## config.mk

```make
export PLATFORM = sky130hd
export DESIGN_NAME = adc_sport
export DESIGN_NICKNAME = d
export VERILOG_FILES = /design/src/rtl/adc_sport_pkg.sv /design/src/rtl/sport_edge_det.sv /design/src/rtl/sport_conv_timer.sv /design/src/rtl/sport_shifter.sv /design/src/rtl/adc_sport.sv
export SDC_FILE = /design/constraint.sdc
export NUM_CORES = 1
export LEC_CHECK = 0
export BUFFER_PORTS_ARGS = -buffer_cell sky130_fd_sc_hd__clkbuf_2
export CAP_MARGIN = 25
export CORE_UTILIZATION = 53
export DETAILED_ROUTE_END_ITERATION = 10
export GPL_TIMING_DRIVEN = 0
export PLACE_DENSITY_LB_ADDON = 0.2
export SYNTH_ARGS = -nofsm -noshare
export SYNTH_HDL_FRONTEND = slang
export SYNTH_SLANG_ARGS = --single-unit
```

## constraint.sdc

```tcl
create_clock -name clk_i -period 3.4 [get_ports clk_i]
set_clock_uncertainty 0.2 [all_clocks]
set_input_delay 0.34 -clock clk_i [delete_from_list [all_inputs] [get_ports clk_i]]
set_output_delay 0.34 -clock clk_i [all_outputs]
set_load 0.01 [all_outputs]
```

## src/rtl/adc_sport_pkg.sv

```systemverilog
package adc_sport_pkg;
  typedef enum logic {
    RD_AFTER  = 1'b0,
    RD_DURING = 1'b1
  } rd_mode_e;
endpackage

```

## src/rtl/sport_edge_det.sv

```systemverilog
module sport_edge_det #(
  parameter int unsigned W = 2
) (
  input  logic         clk_i,
  input  logic         rst_ni,
  input  logic [W-1:0] sig_i,
  output logic [W-1:0] rise_o,
  output logic [W-1:0] fall_o
);
  logic [W-1:0] sig_q;

  for (genvar g = 0; g < W; g++) begin : g_bit
    always_ff @(posedge clk_i or negedge rst_ni) begin
      if (!rst_ni) sig_q[g] <= 1'b0;
      else         sig_q[g] <= sig_i[g];
    end
    assign rise_o[g] = sig_i[g] & ~sig_q[g];
    assign fall_o[g] = ~sig_i[g] & sig_q[g];
  end
endmodule

```

## src/rtl/sport_conv_timer.sv

```systemverilog
module sport_conv_timer
  import adc_sport_pkg::*;
#(
  parameter int unsigned CW = 12
) (
  input  logic          clk_i,
  input  logic          rst_ni,
  input  logic          start_i,
  input  logic [CW-1:0] cycles_i,
  input  rd_mode_e      mode_i,
  output logic          busy_o,
  output logic          go_o,
  output logic          end_o,
  output rd_mode_e      mode_o
);
  logic [CW-1:0] cnt_q;
  logic          busy_q;
  rd_mode_e      mode_q;

  assign go_o  = start_i & ~busy_q;
  assign end_o = busy_q & (cnt_q == CW'(1));

  always_ff @(posedge clk_i or negedge rst_ni) begin
    if (!rst_ni) begin
      busy_q <= 1'b0;
      cnt_q  <= '0;
      mode_q <= RD_AFTER;
    end else if (go_o) begin
      busy_q <= 1'b1;
      cnt_q  <= (cycles_i == '0) ? CW'(1) : cycles_i;
      mode_q <= mode_i;
    end else if (busy_q) begin
      cnt_q <= cnt_q - CW'(1);
      if (end_o) busy_q <= 1'b0;
    end
  end

  assign busy_o = busy_q;
  assign mode_o = mode_q;
endmodule

```

## src/rtl/sport_shifter.sv

```systemverilog
module sport_shifter #(
  parameter int unsigned DW = 18,
  localparam int unsigned BCW = $clog2(DW + 1)
) (
  input  logic          clk_i,
  input  logic          rst_ni,
  input  logic          sel_i,
  input  logic          shift_en_i,
  input  logic          rise_i,
  input  logic          fall_i,
  input  logic          load_i,
  input  logic          restart_i,
  input  logic [DW-1:0] word_i,
  input  logic          chain_en_i,
  input  logic          chain_i,
  output logic          out_o,
  output logic          full_o
);
  logic [DW-1:0]  hold_q;
  logic [DW-1:0]  sr_q;
  logic [BCW-1:0] bit_cnt_q;
  logic           out_q;
  logic           full_q;
  logic           in_bit;

  assign in_bit = chain_en_i & chain_i;

  always_ff @(posedge clk_i or negedge rst_ni) begin
    if (!rst_ni) hold_q <= '0;
    else if (load_i) hold_q <= word_i;
  end

  // priority: capture > conversion restart > deselect > shifting
  always_ff @(posedge clk_i or negedge rst_ni) begin
    if (!rst_ni) begin
      sr_q      <= '0;
      bit_cnt_q <= '0;
      out_q     <= 1'b0;
      full_q    <= 1'b0;
    end else if (load_i) begin
      sr_q      <= word_i;
      out_q     <= word_i[DW-1];
      bit_cnt_q <= '0;
      full_q    <= 1'b0;
    end else if (restart_i) begin
      sr_q      <= hold_q;
      out_q     <= hold_q[DW-1];
      bit_cnt_q <= '0;
      full_q    <= 1'b0;
    end else if (!sel_i) begin
      sr_q      <= hold_q;
      out_q     <= hold_q[DW-1];
      bit_cnt_q <= '0;
    end else if (shift_en_i) begin
      if (rise_i) begin
        sr_q <= {sr_q[DW-2:0], in_bit};
        if (bit_cnt_q != BCW'(DW)) bit_cnt_q <= bit_cnt_q + BCW'(1);
        if (bit_cnt_q == BCW'(DW - 1)) full_q <= 1'b1;
      end
      if (fall_i) out_q <= sr_q[DW-1];
    end
  end

  assign out_o  = out_q;
  assign full_o = full_q;
endmodule

```

## src/rtl/adc_sport.sv

```systemverilog
module adc_sport
  import adc_sport_pkg::*;
#(
  parameter int unsigned DW = 18,
  parameter int unsigned CW = 12
) (
  input  logic          clk_i,
  input  logic          rst_ni,
  input  logic          conv_start_i,
  input  logic [CW-1:0] busy_cycles_i,
  input  logic          mode_i,
  input  logic [DW-1:0] result_i,
  input  logic          sclk_i,
  input  logic          cs_ni,
  input  logic          rd_ni,
  input  logic          chain_i,
  output logic          busy_o,
  output logic          sdout_o,
  output logic          rderror_o
);
  localparam int unsigned EW = 1;

  logic     busy, conv_go, conv_end, sel, vis, sr_out, full, rderr_q;
  logic     mode_q;
  rd_mode_e mode_e;
  rd_mode_e mode_in;
  logic [EW-1:0] rise, fall;

  assign mode_in = rd_mode_e'(mode_i);

  sport_edge_det #(.W(EW)) u_edge (
    .clk_i  (clk_i),
    .rst_ni (rst_ni),
    .sig_i  (sclk_i),
    .rise_o (rise),
    .fall_o (fall)
  );

  sport_conv_timer #(.CW(CW)) u_timer (
    .clk_i    (clk_i),
    .rst_ni   (rst_ni),
    .start_i  (conv_start_i),
    .cycles_i (busy_cycles_i),
    .mode_i   (mode_in),
    .busy_o   (busy),
    .go_o     (conv_go),
    .end_o    (conv_end),
    .mode_o   (mode_e)
  );

  assign mode_q = (mode_e == RD_DURING);
  assign sel    = ~cs_ni & ~rd_ni;
  // after-conversion reads are blocked while converting
  assign vis    = mode_q | ~busy;

  sport_shifter #(.DW(DW)) u_shift (
    .clk_i      (clk_i),
    .rst_ni     (rst_ni),
    .sel_i      (sel),
    .shift_en_i (vis),
    .rise_i     (rise[0]),
    .fall_i     (fall[0]),
    .load_i     (conv_end),
    .restart_i  (conv_go & (mode_in == RD_DURING)),
    .word_i     (result_i),
    .chain_en_i (~mode_q),
    .chain_i    (chain_i),
    .out_o      (sr_out),
    .full_o     (full)
  );

  always_ff @(posedge clk_i or negedge rst_ni) begin
    if (!rst_ni) rderr_q <= 1'b0;
    else         rderr_q <= conv_end & mode_q & ~full;
  end

  assign busy_o    = busy;
  assign sdout_o   = sel & vis & sr_out;
  assign rderror_o = rderr_q;
endmodule

```

After elaboration in Yosys (flattened, before gate mapping). Cells that the tools add are included. Widths: inputs -> output; s select.

Register bits after elaboration: 59. Input port bits: 38. Word-level logic and storage cells: 76.

Add/sub/neg operators: 2. Eq/ne operators: 7. Multiplexer cells: 28. Bitwise logic cells: 19. Reduce and logical (&&, ||, !) cells: 10.

Operator list (count): $mux 18 (5); $mux 12 (3); $mux 5 (6); $ne 4x2->1 const B (4); $mux 1 (14); $eq 12x1->1 const B (1); $logic_not 12->1 (1); $reduce_bool 3->1 (4); $sub 12x1->12 const B (1); $and 1x1->1 (11); $not 1->1 (7); $add 5x1->5 const B (1); $eq 5x5->1 const B (1); $ne 5x5->1 const B (1); $reduce_and 2->1 (2); $reduce_and 4->1 (1); $reduce_and 3->1 (1); $reduce_bool 2->1 (1); $or 1x1->1 (1).

Depth between registers and ports, before layout.
Depth in word-level cells: 7. Mapped depth: 9. Gate-level depth less buffers: 7.

Hierarchy. Synthesis repeated with hierarchy kept, for this count alone.

Cell total of the unflattened synthesis: 317. Area, all modules: 3270.6 sq um.

By module, submodules not included: sport_shifter (instances 1, cells each 207, area an instance 2297.2 sq um); sport_conv_timer (instances 1, cells each 99, area an instance 867.1 sq um); adc_sport (instances 1, cells each 8, area an instance 66.3 sq um); sport_edge_det (instances 1, cells each 3, area an instance 40.0 sq um).

Worst setup path after synthesis. No wires, ideal clock.

Kind: register to register. Start point: register u_timer.cnt_q[1]. End point: register u_shift.sr_q[17]. Setup time: 0.131 ns. Data arrival time: 1.872 ns. Data required time: 3.069 ns. Path slack: 1.197 ns. Stages on the path, launching flop included: 10. Clock period less this slack: 2.203 ns. Cell sequence: dfrtp_1 inv_1 ha_1 nand2_1 or4_4 or2_2 clkbuf_1 nand2_2 buf_4 o211ai_1.

Longest elaborated chain between the ends: 4. Elaborated cells between the ends (all ways): 6. Classes of those cells: eq/ne: 3; mux: 1; bitwise: 1; reduce/logical: 1.

RTL lines: from (decl) (line sport_conv_timer.sv:16) `logic [CW-1:0] cnt_q;`; from (signal assigned) (line sport_conv_timer.sv:30) `cnt_q <= (cycles_i == '0) ? CW'(1) : cycles_i;`; from (signal assigned) (line sport_conv_timer.sv:33) `cnt_q <= cnt_q - CW'(1);`; $eq 12x1->1 (*) (line sport_conv_timer.sv:21) `assign end_o = busy_q & (cnt_q == CW'(1));`; $and 1x1->1 (*) (line sport_conv_timer.sv:21); $ne 4x2->1 (no line); $reduce_and 2->1 (no line); to (signal assigned) (line sport_shifter.sv:41) `sr_q <= word_i;`; to (signal assigned) (line sport_shifter.sv:46) `sr_q <= hold_q;`; to (signal assigned) (line sport_shifter.sv:51) `sr_q <= hold_q;`; to (decl) (line sport_shifter.sv:20) `logic [DW-1:0] sr_q;`.

Every way passes the cells marked *; elsewhere a longest branch is shown, timed or not. A chain may end at the register's enable or synchronous reset.

Final worst setup path.
Start point: register u_timer.cnt_q[1]. End point: register u_shift.sr_q[14].

The elaborated chain is that of the path after synthesis.

==> flow_summary.html <==
<table>
<tr><th>Metric</th><th>Value</th></tr>
<tr><th colspan="2">Outcome</th></tr>
<tr><td>Status</td><td>completed</td></tr>
<tr><th colspan="2">Route</th></tr>
<tr><td>Number of nets still failing antenna checks after routing</td><td>0</td></tr>
<tr><td>Final Routed Wirelength</td><td>6.27 mm</td></tr>
<tr><td>Vias per cell</td><td>between 5 and 6</td></tr>
<tr><td>Average wire per cell in the routed design</td><td>about 14 um</td></tr>
<tr><td>Routed via count</td><td>2428</td></tr>
<tr><td>Remaining routing DRC violations</td><td>0</td></tr>
<tr><td>First-pass detailed-route iteration total</td><td>5</td></tr>
<tr><td>DRC marker count from the first detailed-route iteration</td><td>178</td></tr>
<tr><th colspan="2">Placed design</th></tr>
<tr><td>HPWL after DPL</td><td>4.34 mm</td></tr>
<tr><td>Port Buf Inserts</td><td>40</td></tr>
<tr><td>Routability congestion estimate</td><td>0.840</td></tr>
<tr><th colspan="2">Yosys</th></tr>
<tr><td>Compound-gate portion of the synthesized area</td><td>0.118</td></tr>
<tr><td>Top cell type's share of synthesized area</td><td>0.496</td></tr>
<tr><td>Post-Synthesis Cell Area</td><td>0.00298 mm2</td></tr>
<tr><td>Async SR Flop Fraction</td><td>1.00</td></tr>
<tr><td>Number of synthesized flops with an enable pin</td><td>0</td></tr>
<tr><td>Number of nets in the synthesized netlist</td><td>roughly 360</td></tr>
<tr><td>Yosys warnings</td><td>0</td></tr>
<tr><td>Post-Synthesis Mean Instance Area</td><td>between 9 and 10 um2</td></tr>
<tr><td>Synth Instances</td><td>about 310</td></tr>
<tr><td>Unique cell type count in the Yosys netlist</td><td>46</td></tr>
<tr><td>Area share of xor/xnor cells in the synthesized design</td><td>0.0235</td></tr>
<tr><td>Simple-gate portion of the synthesized area</td><td>0.227</td></tr>
<tr><td>Biggest area consumer among synthesized cells</td><td>sky130_fd_sc_hd__dfrtp_1</td></tr>
<tr><td>Post-synthesis share of cell area spent on full adders, half adders and majority gates</td><td>0.0210</td></tr>
<tr><td>Most used flip-flop cell after synthesis</td><td>sky130_fd_sc_hd__dfrtp_1</td></tr>
<tr><td>Register bit count reported by yosys</td><td>59</td></tr>
<tr><td>Share of synthesized area spent on multiplexers</td><td>0.0777</td></tr>
<tr><td>Post-synthesis sequential area ratio</td><td>0.496</td></tr>
<tr><td>Synth area leaders</td><td>sky130_fd_sc_hd__dfrtp_1 50%, sky130_fd_sc_hd__nand2_1 11%, sky130_fd_sc_hd__mux2i_1 7.4%</td></tr>
<tr><td>Dominant combinational cell family by area after synthesis</td><td>simple AND/OR/NAND/NOR gates</td></tr>
<tr><th colspan="2">Die</th></tr>
<tr><td>Die Y-Extent</td><td>77.0 um</td></tr>
<tr><td>Effective utilization at floorplan</td><td>0.565</td></tr>
<tr><td>Placeable core area</td><td>0.00527 mm2</td></tr>
<tr><td>Floorplan die area</td><td>0.00592 mm2</td></tr>
<tr><td>Top Ports</td><td>41</td></tr>
<tr><td>Die boundary width</td><td>77.0 um</td></tr>
<tr><td>Site Rows</td><td>26</td></tr>
<tr><th colspan="2">Setup path</th></tr>
<tr><td>Kind of critical path</td><td>reg -&gt; reg</td></tr>
<tr><td>Worst Setup EP</td><td>u_shift.sr_q[14]$_DFFE_PN0P_</td></tr>
<tr><td>Crit path cell chain</td><td>inv_1, ha_1, nand2_1, or4_4, or2_2, clkbuf_1, nand2_2, buf_4, o211ai_1</td></tr>
<tr><td>Endpoint arrival time on the critical path</td><td>2.53 ns</td></tr>
<tr><td>Cell with the largest stage delay on the worst path</td><td>sky130_fd_sc_hd__or4_4</td></tr>
<tr><td>Reg-to-reg critical path startpoint</td><td>u_timer.cnt_q[1]$_DFFE_PN0P_</td></tr>
<tr><td>CP delay by family, top</td><td>simple AND/OR/NAND/NOR gates</td></tr>
<tr><td>Sort of element at the start of the critical path</td><td>register</td></tr>
<tr><td>Critical path data required time</td><td>3.42 ns</td></tr>
<tr><td>Largest fanout of any net on the critical path</td><td>10</td></tr>
<tr><td>Capture point of the worst reg-to-reg path</td><td>u_shift.sr_q[14]$_DFFE_PN0P_</td></tr>
<tr><td>Path depth of the worst reg2reg path</td><td>9</td></tr>
<tr><td>Type of element capturing the critical path</td><td>register</td></tr>
<tr><td>Startpoint of the most critical setup path</td><td>u_timer.cnt_q[1]$_DFFE_PN0P_</td></tr>
<tr><td>Buffer and inverter count on the worst path</td><td>3</td></tr>
<tr><td>Crit. path cell count</td><td>9</td></tr>
<tr><td>FF-to-FF setup slack</td><td>0.89 ns</td></tr>
<tr><td>CP max stage delay</td><td>0.44 ns</td></tr>
<tr><th colspan="2">Timing</th></tr>
<tr><td>Max Freq</td><td>399 MHz</td></tr>
<tr><td>Crit share post-route</td><td>0.737</td></tr>
<tr><td>Slew headroom</td><td>0.477</td></tr>
<tr><td>RSZ-0062 raised after global routing</td><td>false</td></tr>
<tr><td>Setup violation total in the final timing report</td><td>0</td></tr>
<tr><td>Slew Viols, Final</td><td>0</td></tr>
<tr><td>Slew at the pin closest to its max-slew limit</td><td>0.785 ns</td></tr>
<tr><td>Final hold violations</td><td>0</td></tr>
<tr><td>Aggregate negative setup slack</td><td>0 ns</td></tr>
<tr><td>Time the worst path needs with I/O delays and setup</td><td>about 2.5 ns</td></tr>
<tr><th colspan="2">Cells and area</th></tr>
<tr><td>Ratio of cells with drive above 1 in the final layout</td><td>0.183</td></tr>
<tr><td>Reg area</td><td>0.00148 mm2</td></tr>
<tr><td>Multi-input combinational cell area</td><td>about 0.0014 mm2</td></tr>
<tr><td>Number of nets in the final layout</td><td>410</td></tr>
<tr><td>Number of filler cells placed in the layout</td><td>449</td></tr>
<tr><td>Total inserted antenna cells</td><td>0</td></tr>
<tr><td>Signed area change from the synthesized netlist to the final layout</td><td>16.6%</td></tr>
<tr><th colspan="2">Global route</th></tr>
<tr><td>Pin count of the biggest net entering global routing</td><td>60</td></tr>
<tr><td>Number of global-route vias before repair</td><td>2421</td></tr>
<tr><td>Wire length of the first global-routing pass</td><td>11.2 mm</td></tr>
<tr><td>Overall routing resource usage</td><td>0.242</td></tr>
<tr><td>Initial antenna violation count</td><td>0</td></tr>
<tr><td>GRT Residual Overflow</td><td>0</td></tr>
<tr><th colspan="2">Power</th></tr>
<tr><td>Static Leakage</td><td>0.00161 uW</td></tr>
<tr><td>Worst IR Drop VDD</td><td>0.000413 V</td></tr>
<tr><td>Power per Cell Area</td><td>570 mW/mm2</td></tr>
<tr><td>Overall Power</td><td>1980 uW</td></tr>
<tr><th colspan="2">Clocking</th></tr>
<tr><td>Number of buffers inserted during clock tree synthesis</td><td>9</td></tr>
<tr><td>CTS resizes</td><td>0</td></tr>
<tr><td>Number of hold-repair buffers added at the cts stage</td><td>2</td></tr>
<tr><td>Clock-pin transition on the worst setup and hold timing paths</td><td>0.07 ns</td></tr>
<tr><td>Clock tree from TritonCTS</td><td>done</td></tr>
<tr><td>Sink Count</td><td>59</td></tr>
<tr><td>Insertion delay of the later-clocked pin in the worst-skew pair</td><td>roughly 0.35 ns</td></tr>
<tr><td>Cell at the root of the clock tree</td><td>sky130_fd_sc_hd__clkbuf_8</td></tr>
<tr><td>Number of buffers added for setup after CTS</td><td>0</td></tr>
<tr><td>Number of H-tree levels</td><td>3</td></tr>
<tr><td>Clk buf depth</td><td>2</td></tr>
<tr><th colspan="2">Job</th></tr>
<tr><td>Total of max-cap violations</td><td>0</td></tr>
<tr><th colspan="2">Worst hold path</th></tr>
<tr><td>Hold/Removal Path Class</td><td>in -&gt; reg</td></tr>
</table>
-- cells in the final DEF, fill, tap and decap left out, types with 4 or more instances in the layout --
master / netlist / routed
sky130_fd_sc_hd__xnor2_1: 6 / 6
sky130_fd_sc_hd__nor3_1: 4 / 4
sky130_fd_sc_hd__nor2_1: 13 / 13
sky130_fd_sc_hd__nor2b_1: 6 / 6
sky130_fd_sc_hd__o21ai_0: 8 / 8
sky130_fd_sc_hd__o211ai_1: 17 / 17
sky130_fd_sc_hd__clkbuf_8: 0 / 9
sky130_fd_sc_hd__clkbuf_1: 7 / 9
sky130_fd_sc_hd__clkbuf_2: 0 / 39
sky130_fd_sc_hd__inv_1: 7 / 7
sky130_fd_sc_hd__a21oi_1: 10 / 10
sky130_fd_sc_hd__buf_2: 5 / 5
sky130_fd_sc_hd__mux2i_1: 22 / 22
sky130_fd_sc_hd__nand2b_1: 5 / 5
sky130_fd_sc_hd__nand3_1: 4 / 4
sky130_fd_sc_hd__ha_1: 5 / 5
sky130_fd_sc_hd__a211oi_1: 7 / 7
sky130_fd_sc_hd__dfrtp_1: 59 / 59
sky130_fd_sc_hd__nand2_1: 87 / 87
-- cells in the mapped netlist (all sizes together) (2+ instances only) --
library cell and n:
a211oi 7, a21oi 10, a31oi 3, buf 9, clkbuf 7, dfrtp 59
ha 5, inv 7, mux2i 22, nand2 88, nand2b 5, nand3 4
nand3b 2, nand4 2, nor2 13, nor2b 6, nor3 5, nor3b 2
nor4 4, o211ai 17, o21ai 8, o31ai 3, or4 4, xnor2 6
xor2 2
-- registers in the layout (all words and copies together) (netlist names) --
signal and count:
u_edge.sig_q 1, u_shift.bit_cnt_q 5, u_shift.out_o 1, u_timer.mode_o 1, u_shift.hold_q 18, u_shift.full_o 1, u_shift.sr_q 18, rderror_o 1
u_timer.cnt_q 12, u_timer.busy_o 1
-- cells by family after synthesis --
family,count (synthesis)
AND/OR/NAND/NOR,143
adder cells (fa/ha/maj),5
XOR/XNOR,8
flip-flops,59
buffers and inverters,23
multiplexers,23
AO/OA/AOI/OAI,53
-- stage by stage --
step | hold slack [ns] | instance area [um2] | setup WS (ns) | util | cells
global placement | 0.232 | 3270 | 0.941 | 0.620 | 424
floorplan | -0.156 | 2980 | 1.20 | - | 314
finish | 0.00120 | 3470 | 0.893 | 0.659 | 442
CTS | 0.00226 | 3470 | 0.890 | 0.659 | 442
detailed placement | 0.225 | 3270 | 0.893 | 0.620 | 424
global route | 0.0173 | 3470 | 0.754 | 0.659 | 442
-- report_power, final --
part / switching, uW / internal [uW]
Sequential: 126 / 839
Clock: 281 / 336
Combinational: 194 / 203
-- worst register-to-register path, delay by kind of cell, from the launching register on --
family,cells,cell delay [ns]
simple gates,4,0.98
flops,1,0.40
compound gates,1,0.12
fa+ha+maj,1,0.15
buf+inv,3,0.52
-- layer usage --
layer	GRT usage	share of wire	vias to the layer above
met5	0	0	-
met4	0.115	0.023	0
met3	0.0452	0.040	14
met2	0.373	0.44	50
met1	0.329	0.50	1167
li1	-	-	1197
-- final cells by class --
| class | count | share of cell area |
|---|---|---|
| inverters | 7 | 0.00756 |
| repair buffers | 42 | 0.0641 |
| plain buffers | 16 | 0.0234 |
| multi-input cells | 232 | 0.401 |
| clock inverters | 5 | 0.0155 |
| flip-flops and latches | 59 | 0.425 |
| clock buffers | 11 | 0.0378 |
| well taps | 70 | 0.0252 |
-- how the worst min path moves through the flow --
stage	from	end	slack, ns	cells after the start
5_1_grt	result_i[5]	u_shift.hold_q[5]$_DFFE_PN0P_	0.02	3
2_1_floorplan	rst_ni	rderror_o$_DFF_PN0_	-0.16	0
6_report	result_i[2]	u_shift.hold_q[2]$_DFFE_PN0P_	0.001	3
3_5_place_dp	u_shift.full_o$_DFFE_PN0P_	rderror_o$_DFF_PN0_	0.23	1
4_1_cts	result_i[8]	u_shift.hold_q[8]$_DFFE_PN0P_	0.002	3
3_3_place_gp	u_shift.full_o$_DFFE_PN0P_	rderror_o$_DFF_PN0_	0.23	1
(Power assumes the default switching activity.)
